`src/rtl/kwd_pkg.sv`:
```
package kwd_pkg;
  localparam int OFS_LOAD_LO = 'h80;
  localparam int OFS_LOAD_HI = 'h84;
  localparam int OFS_CTRL    = 'h88;
  localparam int OFS_LOCK    = 'hA0;
  localparam int BIT_RUN     = 1;
  localparam int BIT_MODE    = 2;
  localparam int BIT_RSTEN   = 3;

  typedef struct packed {
    logic run;
    logic mode;
    logic rst_en;
  } kwd_ctrl_t;
endpackage

```
`src/rtl/kwd_lock.sv`:
```
module kwd_lock #(
  parameter int ADDR_W = 8,
  parameter int DATA_W = 16,
  parameter logic [DATA_W-1:0] KEY = 16'hE551
) (
  input  logic              clk,
  input  logic              rst_n,
  input  logic              wr_en,
  input  logic [ADDR_W-1:0] addr,
  input  logic [DATA_W-1:0] wdata,
  output logic              unlocked
);
  import kwd_pkg::*;
  localparam logic [ADDR_W-1:0] A_LOCK = ADDR_W'(OFS_LOCK);

  always_ff @(posedge clk or negedge rst_n) begin
    if (!rst_n) unlocked <= 1'b0;
    else if (wr_en && addr == A_LOCK) unlocked <= (wdata == KEY);
  end
endmodule

```
`src/rtl/kwd_regs.sv`:
```
module kwd_regs #(
  parameter int ADDR_W = 8,
  parameter int DATA_W = 16
) (
  input  logic                clk,
  input  logic                rst_n,
  input  logic                wr_en,
  input  logic [ADDR_W-1:0]   addr,
  input  logic [DATA_W-1:0]   wdata,
  input  logic                unlocked,
  input  logic                stop_run,
  output logic [DATA_W-1:0]   load_lo,
  output logic [DATA_W-1:0]   load_hi,
  output kwd_pkg::kwd_ctrl_t  ctrl,
  output logic                start,
  output logic [DATA_W-1:0]   rdata
);
  import kwd_pkg::*;
  localparam logic [ADDR_W-1:0] A_LO   = ADDR_W'(OFS_LOAD_LO);
  localparam logic [ADDR_W-1:0] A_HI   = ADDR_W'(OFS_LOAD_HI);
  localparam logic [ADDR_W-1:0] A_CTRL = ADDR_W'(OFS_CTRL);
  localparam logic [ADDR_W-1:0] A_LOCK = ADDR_W'(OFS_LOCK);

  logic wr_ok, wr_ctrl;
  assign wr_ok   = wr_en && unlocked;
  assign wr_ctrl = wr_ok && addr == A_CTRL;
  assign start   = wr_ctrl && wdata[BIT_RUN] && !ctrl.run;

  always_ff @(posedge clk or negedge rst_n) begin
    if (!rst_n) begin
      load_lo <= '0;
      load_hi <= '0;
      ctrl    <= '0;
    end else begin
      if (wr_ok && addr == A_LO) load_lo <= wdata;
      if (wr_ok && addr == A_HI) load_hi <= wdata;
      if (wr_ctrl) begin
        ctrl.run    <= wdata[BIT_RUN];
        ctrl.mode   <= wdata[BIT_MODE];
        ctrl.rst_en <= wdata[BIT_RSTEN];
      end
      if (stop_run) ctrl.run <= 1'b0;
    end
  end

  always_comb begin
    rdata = '0;
    case (addr)
      A_LO:   rdata = load_lo;
      A_HI:   rdata = load_hi;
      A_CTRL: begin
        rdata[BIT_RUN]   = ctrl.run;
        rdata[BIT_MODE]  = ctrl.mode;
        rdata[BIT_RSTEN] = ctrl.rst_en;
      end
      A_LOCK: rdata[0] = unlocked;
      default: rdata = '0;
    endcase
  end
endmodule

```
`src/rtl/kwd_counter.sv`:
```
module kwd_counter #(
  parameter int CNT_W = 32
) (
  input  logic             clk,
  input  logic             rst_n,
  input  logic             tick,
  input  logic             run,
  input  logic             start,
  input  logic             rst_en,
  input  logic [CNT_W-1:0] load,
  output logic             hit,
  output logic             sys_rst_req,
  output logic             expired
);
  logic [CNT_W-1:0] cnt;
  logic             done;

  assign hit = run && !start && tick && !done && (cnt <= CNT_W'(1));

  always_ff @(posedge clk or negedge rst_n) begin
    if (!rst_n) begin
      cnt         <= '0;
      done        <= 1'b0;
      expired     <= 1'b0;
      sys_rst_req <= 1'b0;
    end else begin
      sys_rst_req <= hit && rst_en;
      if (start) begin
        cnt     <= load;
        done    <= 1'b0;
        expired <= 1'b0;
      end else if (run && tick && !done) begin
        if (cnt <= CNT_W'(1)) begin
          cnt  <= '0;
          done <= 1'b1;
          if (!rst_en) expired <= 1'b1;
        end else begin
          cnt <= cnt - CNT_W'(1);
        end
      end
    end
  end
endmodule

```
`src/rtl/kwd_watchdog.sv`:
```
module kwd_watchdog #(
  parameter int ADDR_W = 8,
  parameter int DATA_W = 16,
  parameter logic [DATA_W-1:0] KEY = 16'hE551
) (
  input  logic              clk,
  input  logic              rst_n,
  input  logic              tick,
  input  logic              wr_en,
  input  logic [ADDR_W-1:0] addr,
  input  logic [DATA_W-1:0] wdata,
  output logic [DATA_W-1:0] rdata,
  output logic              unlocked,
  output logic              expired,
  output logic              sys_rst_req
);
  localparam int CNT_W = 2 * DATA_W;

  kwd_pkg::kwd_ctrl_t ctrl;
  logic [DATA_W-1:0]  load_lo, load_hi;
  logic               start, hit, stop_run;
  logic               run_q, mode_q, rsten_q;

  assign run_q    = ctrl.run;
  assign mode_q   = ctrl.mode;
  assign rsten_q  = ctrl.rst_en;
  assign stop_run = hit && ctrl.rst_en;

  kwd_lock #(.ADDR_W(ADDR_W), .DATA_W(DATA_W), .KEY(KEY)) u_lock (
    .clk(clk), .rst_n(rst_n), .wr_en(wr_en), .addr(addr), .wdata(wdata),
    .unlocked(unlocked)
  );

  kwd_regs #(.ADDR_W(ADDR_W), .DATA_W(DATA_W)) u_regs (
    .clk(clk), .rst_n(rst_n), .wr_en(wr_en), .addr(addr), .wdata(wdata),
    .unlocked(unlocked), .stop_run(stop_run), .load_lo(load_lo),
    .load_hi(load_hi), .ctrl(ctrl), .start(start), .rdata(rdata)
  );

  kwd_counter #(.CNT_W(CNT_W)) u_cnt (
    .clk(clk), .rst_n(rst_n), .tick(tick), .run(ctrl.run), .start(start),
    .rst_en(ctrl.rst_en), .load({load_hi, load_lo}), .hit(hit),
    .sys_rst_req(sys_rst_req), .expired(expired)
  );
endmodule

```
`config.mk`:
```
export PLATFORM = sky130hd
export DESIGN_NAME = kwd_watchdog
export DESIGN_NICKNAME = d
export VERILOG_FILES = /design/src/rtl/kwd_pkg.sv /design/src/rtl/kwd_lock.sv /design/src/rtl/kwd_regs.sv /design/src/rtl/kwd_counter.sv /design/src/rtl/kwd_watchdog.sv
export SDC_FILE = /design/constraint.sdc
export NUM_CORES = 1
export LEC_CHECK = 0
export BUFFER_PORTS_ARGS = -buffer_cell sky130_fd_sc_hd__buf_4
export CAP_MARGIN = 20
export CORE_ASPECT_RATIO = 1.75
export CORE_MARGIN = 1.5
export CORE_UTILIZATION = 45
export DETAILED_ROUTE_END_ITERATION = 8
export PLACE_DENSITY = 0.64
export SYNTH_ARGS = -nofsm -noshare
export SYNTH_HDL_FRONTEND = slang
export SYNTH_HIERARCHICAL = 1
export SYNTH_SLANG_ARGS = --single-unit
export TNS_END_PERCENT = 10
```
`constraint.sdc`:
```
create_clock -name clk -period 4.7 [get_ports clk]
set_clock_uncertainty 0.05 [all_clocks]
set_input_delay 0.94 -clock clk [delete_from_list [all_inputs] [get_ports clk]]
set_output_delay 0.94 -clock clk [all_outputs]
set_load 0.01 [all_outputs]
```
==> impl_metrics.json, run 1 <==
{
  "fin_crit_ps": 3620,
  "rsz0062_at_grt": "false",
  "crit_arrival_ps": 3750,
  "dr_total_vias": 3144,
  "ioPinCount": 47,
  "worstSetupStartpoint": "addr[1]",
  "hold_depth": 1,
  "p_leak_nw": 2.09,
  "drc": 0,
  "regToRegSetupSlack_ps": 1840,
  "status": "finished, final reports clean",
  "min_path_type": "register to register",
  "reg2regPathDepth": 5,
  "end_kind": "register",
  "dp.cells": 518,
  "fmax_mhz": 276,
  "start_kind": "primary input",
  "tightest_slew_ps": 911,
  "num-nets-final": 442,
  "grt-ovfl-total": 0,
  "worst_ep_required_time_ps": 4820,
  "synthCells": 367,
  "wl_per_cell_um": 18.9,
  "ctsResizeCount": 0,
  "postSynthAreaPerCell_um2": 10.9,
  "vdd_drop_max_mv": 0.255,
  "synth.net_count": 397,
  "synth_most_common_cell": "dfrtp_1",
  "dp_hpwl_um": 7340,
  "ys.flop_type": "dfrtp_1",
  "clock-sinks": 71,
  "htreeDepth": 3,
  "maxCapViolations": 0,
  "drtAntennaViolNets": 0,
  "rr_endpoint": "u_cnt/cnt[25]",
  "synth.top_cell.area_share_pct": 44.4,
  "syn2layout_area_growth_pct": 19.2,
  "min_from": "u_cnt/expired",
  "fin_cells": 534,
  "dp_slack_ps": 787,
  "dieHeight_um": 128,
  "power_density_nw_per_um2": 324,
  "fp-row-count": 45,
  "grt_pass1_vias": 3232,
  "synth_commonest_cells": "dfrtp_1 (71), nand2_1 (29), mux2_4 (20)",
  "setup_viol": 0,
  "diodes": 0,
  "drv_slew": 0,
  "fin_ws_ps": 1080,
  "cts_tree": "built",
  "fin_crit_sh_pct": 77.1,
  "antenna_found_initial": 0,
  "holdWs_ps": 448,
  "syn-cell-area_um2": 4000,
  "synth_cell_types": 61,
  "relSlewSlack_pct": 39.2,
  "path_class": "primary input to register",
  "yosysWarnings": 6,
  "synth_area_leaders": "dfrtp_1 (44%), mux2_4 (7.5%), mux2_2 (3.9%)",
  "grt_start_max_net_pins": 72,
  "core_um2": 8670,
  "cts_made_buffers": 9,
  "clock_path_buffers": 2,
  "die_area_um2": 9480,
  "worst-path-max-fanout": 49,
  "timing.rr.start": "u_cnt/cnt[8]",
  "cts-root-buf": "clkbuf_16",
  "grt_pass1_wl_um": 16800,
  "endpoint": "u_cnt/cnt[23]",
  "synth_seq_cells": 71,
  "async_flop_share_pct": 100,
  "viasPerCell": 5.89,
  "cts_hold_buf": 0,
  "first_iter_violations": 351,
  "io_buffer_count": 46,
  "die_x_um": 74.3,
  "design_power_total_mw": 1.54,
  "gp_congestion": 0.823,
  "dr.pass1.iters": 4,
  "grt_util_all_layers_pct": 23.4,
  "synth_edf_count": 0,
  "start_util_pct": 46.1,
  "drive_above_1_share_pct": 27.8,
  "hold_viol": 0,
  "tns_ps": 0,
  "ys_seq_area_share_pct": 44.4,
  "clkLatencyLatePin_ps": 330,
  "post_cts_buffers": 0,
  "cts.clk_slew.worst_paths_ps": 50,
  "synth_top_area_cell": "dfrtp_1",
  "wl_um": 10100
}
[metal layers]
layer  wire [um]  up-vias  global-route usage (%)  part of all wire [%]
met2        5460       67                    38.3                    54
met3         253       10                    3.93                   2.5
met4         202        0                    9.09                   2.0
met1        4160     1579                    30.4                    41
li1            -     1488                       -                     -
met5           0        -                       0                     0
[cell type report]
| type | instances | area [um2] |
|---|---|---|
| timing repair buffer | 53 | 398 |
| sequential | 71 | 1780 |
| inverter | 11 | 41.3 |
| clock buffer | 10 | 229 |
| multi-input combinational | 266 | 2070 |
| clock inverter | 6 | 109 |
| fill | 817 | 3910 |
| tap | 117 | 146 |
[placed cells by master, fill, tap and decap left out, drive strengths merged, types with 11 or more instances in the layout]
master  netlist  routed
xnor2        11      11
buf           8      53
o21ai        25      25
nor4         16      16
mux2         34      34
dfrtp        71      71
a22o         12      12
nand2        29      29
nor2         17      17
nor3         13      13
[stage by stage]
step	util (%)	cell area, um2
after floorplan	-	4000
after global placement	51.1	4430
after detailed placement	51.1	4430
after CTS	55.0	4770
after global routing	55.0	4770
final	55.0	4770
[worst min path at each step]
stage                    end
6_report       u_cnt/expired
4_1_cts        u_cnt/expired
2_1_floorplan  u_cnt/cnt[16]
3_3_place_gp   u_cnt/expired
5_1_grt        u_cnt/expired
3_5_place_dp   u_cnt/expired
[power by group]
part / total [mW] / internal, mW / switching [mW] / leakage (nW)
combinational: 0.120 / 0.0564 / 0.0633 / 0.960
clock: 0.768 / 0.517 / 0.251 / 0.166
sequential: 0.656 / 0.633 / 0.0230 / 0.959
total: 1.54 / 1.21 / 0.337 / 2.09
[state kept, by name, summed over array words and instances, names as in the netlist]
signal             flops
u_cnt/cnt             32
u_cnt/done             1
u_cnt/expired          1
u_cnt/sys_rst_req      1
u_lock/unlocked        1
u_regs/ctrl            3
u_regs/load_hi        16
u_regs/load_lo        16
[critical path, stage by stage]
cell and delay [ps]:
buf_4 110, or4b_2 720, nor3_1 490, and3_1 300
buf_4 450, nor2_1 190, and4b_1 320, xnor2_1 110
o21ai_0 100
[cell families (layout without fill, tap and decap cells)]
group,count (synthesis),count (layout),synth area share [%]
AOI/OAI and AO/OA,79,79,14.0
xor gates and xnor gates,16,16,3.51
adders and majority gates,2,2,0.626
buffers and inverters,30,80,3.88
DFF,71,71,44.4
muxes,39,39,12.7
and+or+nand+nor,130,130,20.8
(Power assumes the default switching activity.)
==> run 2: changes to the inputs <==
==> constraint.sdc (replaced) <==
create_clock -name clk -period 3.5 [get_ports clk]
set_clock_uncertainty 0.05 [all_clocks]
set_input_delay 0.7 -clock clk [delete_from_list [all_inputs] [get_ports clk]]
set_output_delay 0.7 -clock clk [all_outputs]
set_load 0.01 [all_outputs]
==> impl_metrics.json, run 2 (synthesis gave the netlist of run 1 again) <==
{
  "status": "finished, final reports clean",
  "diodes": 0,
  "design_power_total_mw": 2.15,
  "drv_slew": 0,
  "p_comb_share_pct": 7.5,
  "relSlewSlack_pct": 38.7,
  "drc": 0,
  "drtAntennaViolNets": 0,
  "syn2layout_area_growth_pct": 21.7,
  "grt_pass1_vias": 3204,
  "fin_cells": 544,
  "hold_viol": 0,
  "grt_start_max_net_pins": 72,
  "tightest_slew_ps": 919,
  "grt-ovfl-total": 0,
  "num-nets-final": 452,
  "grt_pass1_wl_um": 16400,
  "wl_um": 10200,
  "clock-sinks": 71,
  "final_common_cell": "dfrtp_1",
  "final_cell_mix": "dfrtp_1 (71), buf_4 (63), nand2_1 (29)",
  "wl_per_cell_um": 18.7,
  "maxCapViolations": 0,
  "clkPwrFrac_pct": 51.6,
  "min_path_type": "primary input to async pin",
  "dieHeight_um": 128,
  "gp_congestion": 0.890,
  "fp-row-count": 45,
  "ioPinCount": 47,
  "drive_above_1_share_pct": 29.5,
  "cts_tree": "built",
  "tns_ps": 0,
  "cts.clk_slew.worst_paths_ps": 60,
  "core_um2": 8670,
  "p_int_mw": 1.69,
  "final_cell_area_um2": 4860,
  "vdd_drop_max_mv": 0.330,
  "crit_arrival_ps": 2300,
  "p_switching_uw": 459,
  "die_area_um2": 9480,
  "antenna_found_initial": 0,
  "cts-root-buf": "clkbuf_16",
  "dp_hpwl_um": 7600,
  "setup_viol": 0,
  "grt_util_all_layers_pct": 23.1,
  "dp.cells": 528,
  "p_leak_nw": 2.14,
  "path_class": "primary input to output pin",
  "ctsResizeCount": 0,
  "end_kind": "output pin",
  "worst_ep_required_time_ps": 2750,
  "start_util_pct": 46.1,
  "top_register": "u_cnt/cnt",
  "worst-path-max-fanout": 11,
  "place_area_um2": 4500,
  "cts_hold_buf": 0,
  "reg_top3": "u_cnt/cnt x32, u_regs/load_hi x16, u_regs/load_lo x16",
  "start_kind": "primary input",
  "viasPerCell": 5.79,
  "p_sw_share_pct": 21.3,
  "clock_path_buffers": 2,
  "fin_crit_ps": 3050,
  "clkLatencyLatePin_ps": 330,
  "first_iter_violations": 248,
  "fmax_mhz": 328,
  "post_cts_buffers": 0,
  "largest_reg_flops": 32,
  "dr_total_vias": 3151,
  "p_seq_share_pct": 40.9,
  "dr.pass1.iters": 4,
  "die_x_um": 74.3,
  "cts_made_buffers": 9,
  "fin_crit_sh_pct": 87.2,
  "power_density_nw_per_um2": 443,
  "io_buffer_count": 46,
  "htreeDepth": 3,
  "rsz0062_at_grt": "false"
}
## run 2: cell count changes in the layout (fill, tap and decap cells not counted), sizes merged
cell / delta
buf: +10
bufinv: +1
clkinv: -2
clkinvlp: +1
## run 2: through the flow
stage / hold slack, ps / setup WS [ps] / utilization, %
2_1_floorplan: 354 / 89.4 / -
3_5_place_dp: 446 / 223 / 51.9
5_1_grt: 484 / 357 / 56.1
3_3_place_gp: 432 / 264 / 51.9
4_1_cts: 459 / 427 / 56.1
6_report: 418 / 449 / 56.1
## run 2: final cells by class
| type | instances | area, um2 |
|---|---|---|
| repair buffers | 63 | 473 |
| inverters | 11 | 41.3 |
| clock inverters | 6 | 133 |
| flip-flops and latches | 71 | 1780 |
| multi-input cells | 266 | 2070 |
| fillers | 794 | 3810 |
| well taps | 117 | 146 |
| clock buffers | 10 | 229 |
## run 2: routing by layer
| metal | up-vias | global-route usage, % | share of wire [%] |
|---|---|---|---|
| li1 | 1504 | - | - |
| met1 | 1561 | 29.0 | 42 |
| met2 | 64 | 37.7 | 53 |
| met3 | 22 | 3.93 | 2.7 |
| met4 | 0 | 11.4 | 3.1 |
| met5 | - | 0 | 0 |
## run 2: final timing paths
kind / startpoint / endpoint / slack [ps] / cells past startpoint
max in group asynchronous: rst_n / u_cnt/cnt[0] / 2350 / 1
worst max-delay path: addr[5] / rdata[8] / 450 / 6
worst max register to register: u_cnt/cnt[24] / u_cnt/cnt[7] / 850 / 6
worst min register to register: u_cnt/expired / u_cnt/expired / 450 / 1
min in group clk: u_cnt/expired / u_cnt/expired / 450 / 1
worst min-delay path: rst_n / u_cnt/cnt[27] / 420 / 1
## run 2: critical path: stages
cell and delay, ps:
buf_4 120, or4b_4 610, nor3_1 300, buf_4 250, a22o_1 190, buf_4 130
## run 2: power by group through the flow
stage | logic, mW | clock network, mW | registers, mW
final | 0.161 | 1.11 | 0.882
after global placement | 0.161 | 0 | 0.895
after CTS | 0.163 | 1.13 | 0.882
after global routing | 0.178 | 1.16 | 0.886
after detailed placement | 0.163 | 0 | 0.897
after floorplan | 0.0885 | 0 | 0.886
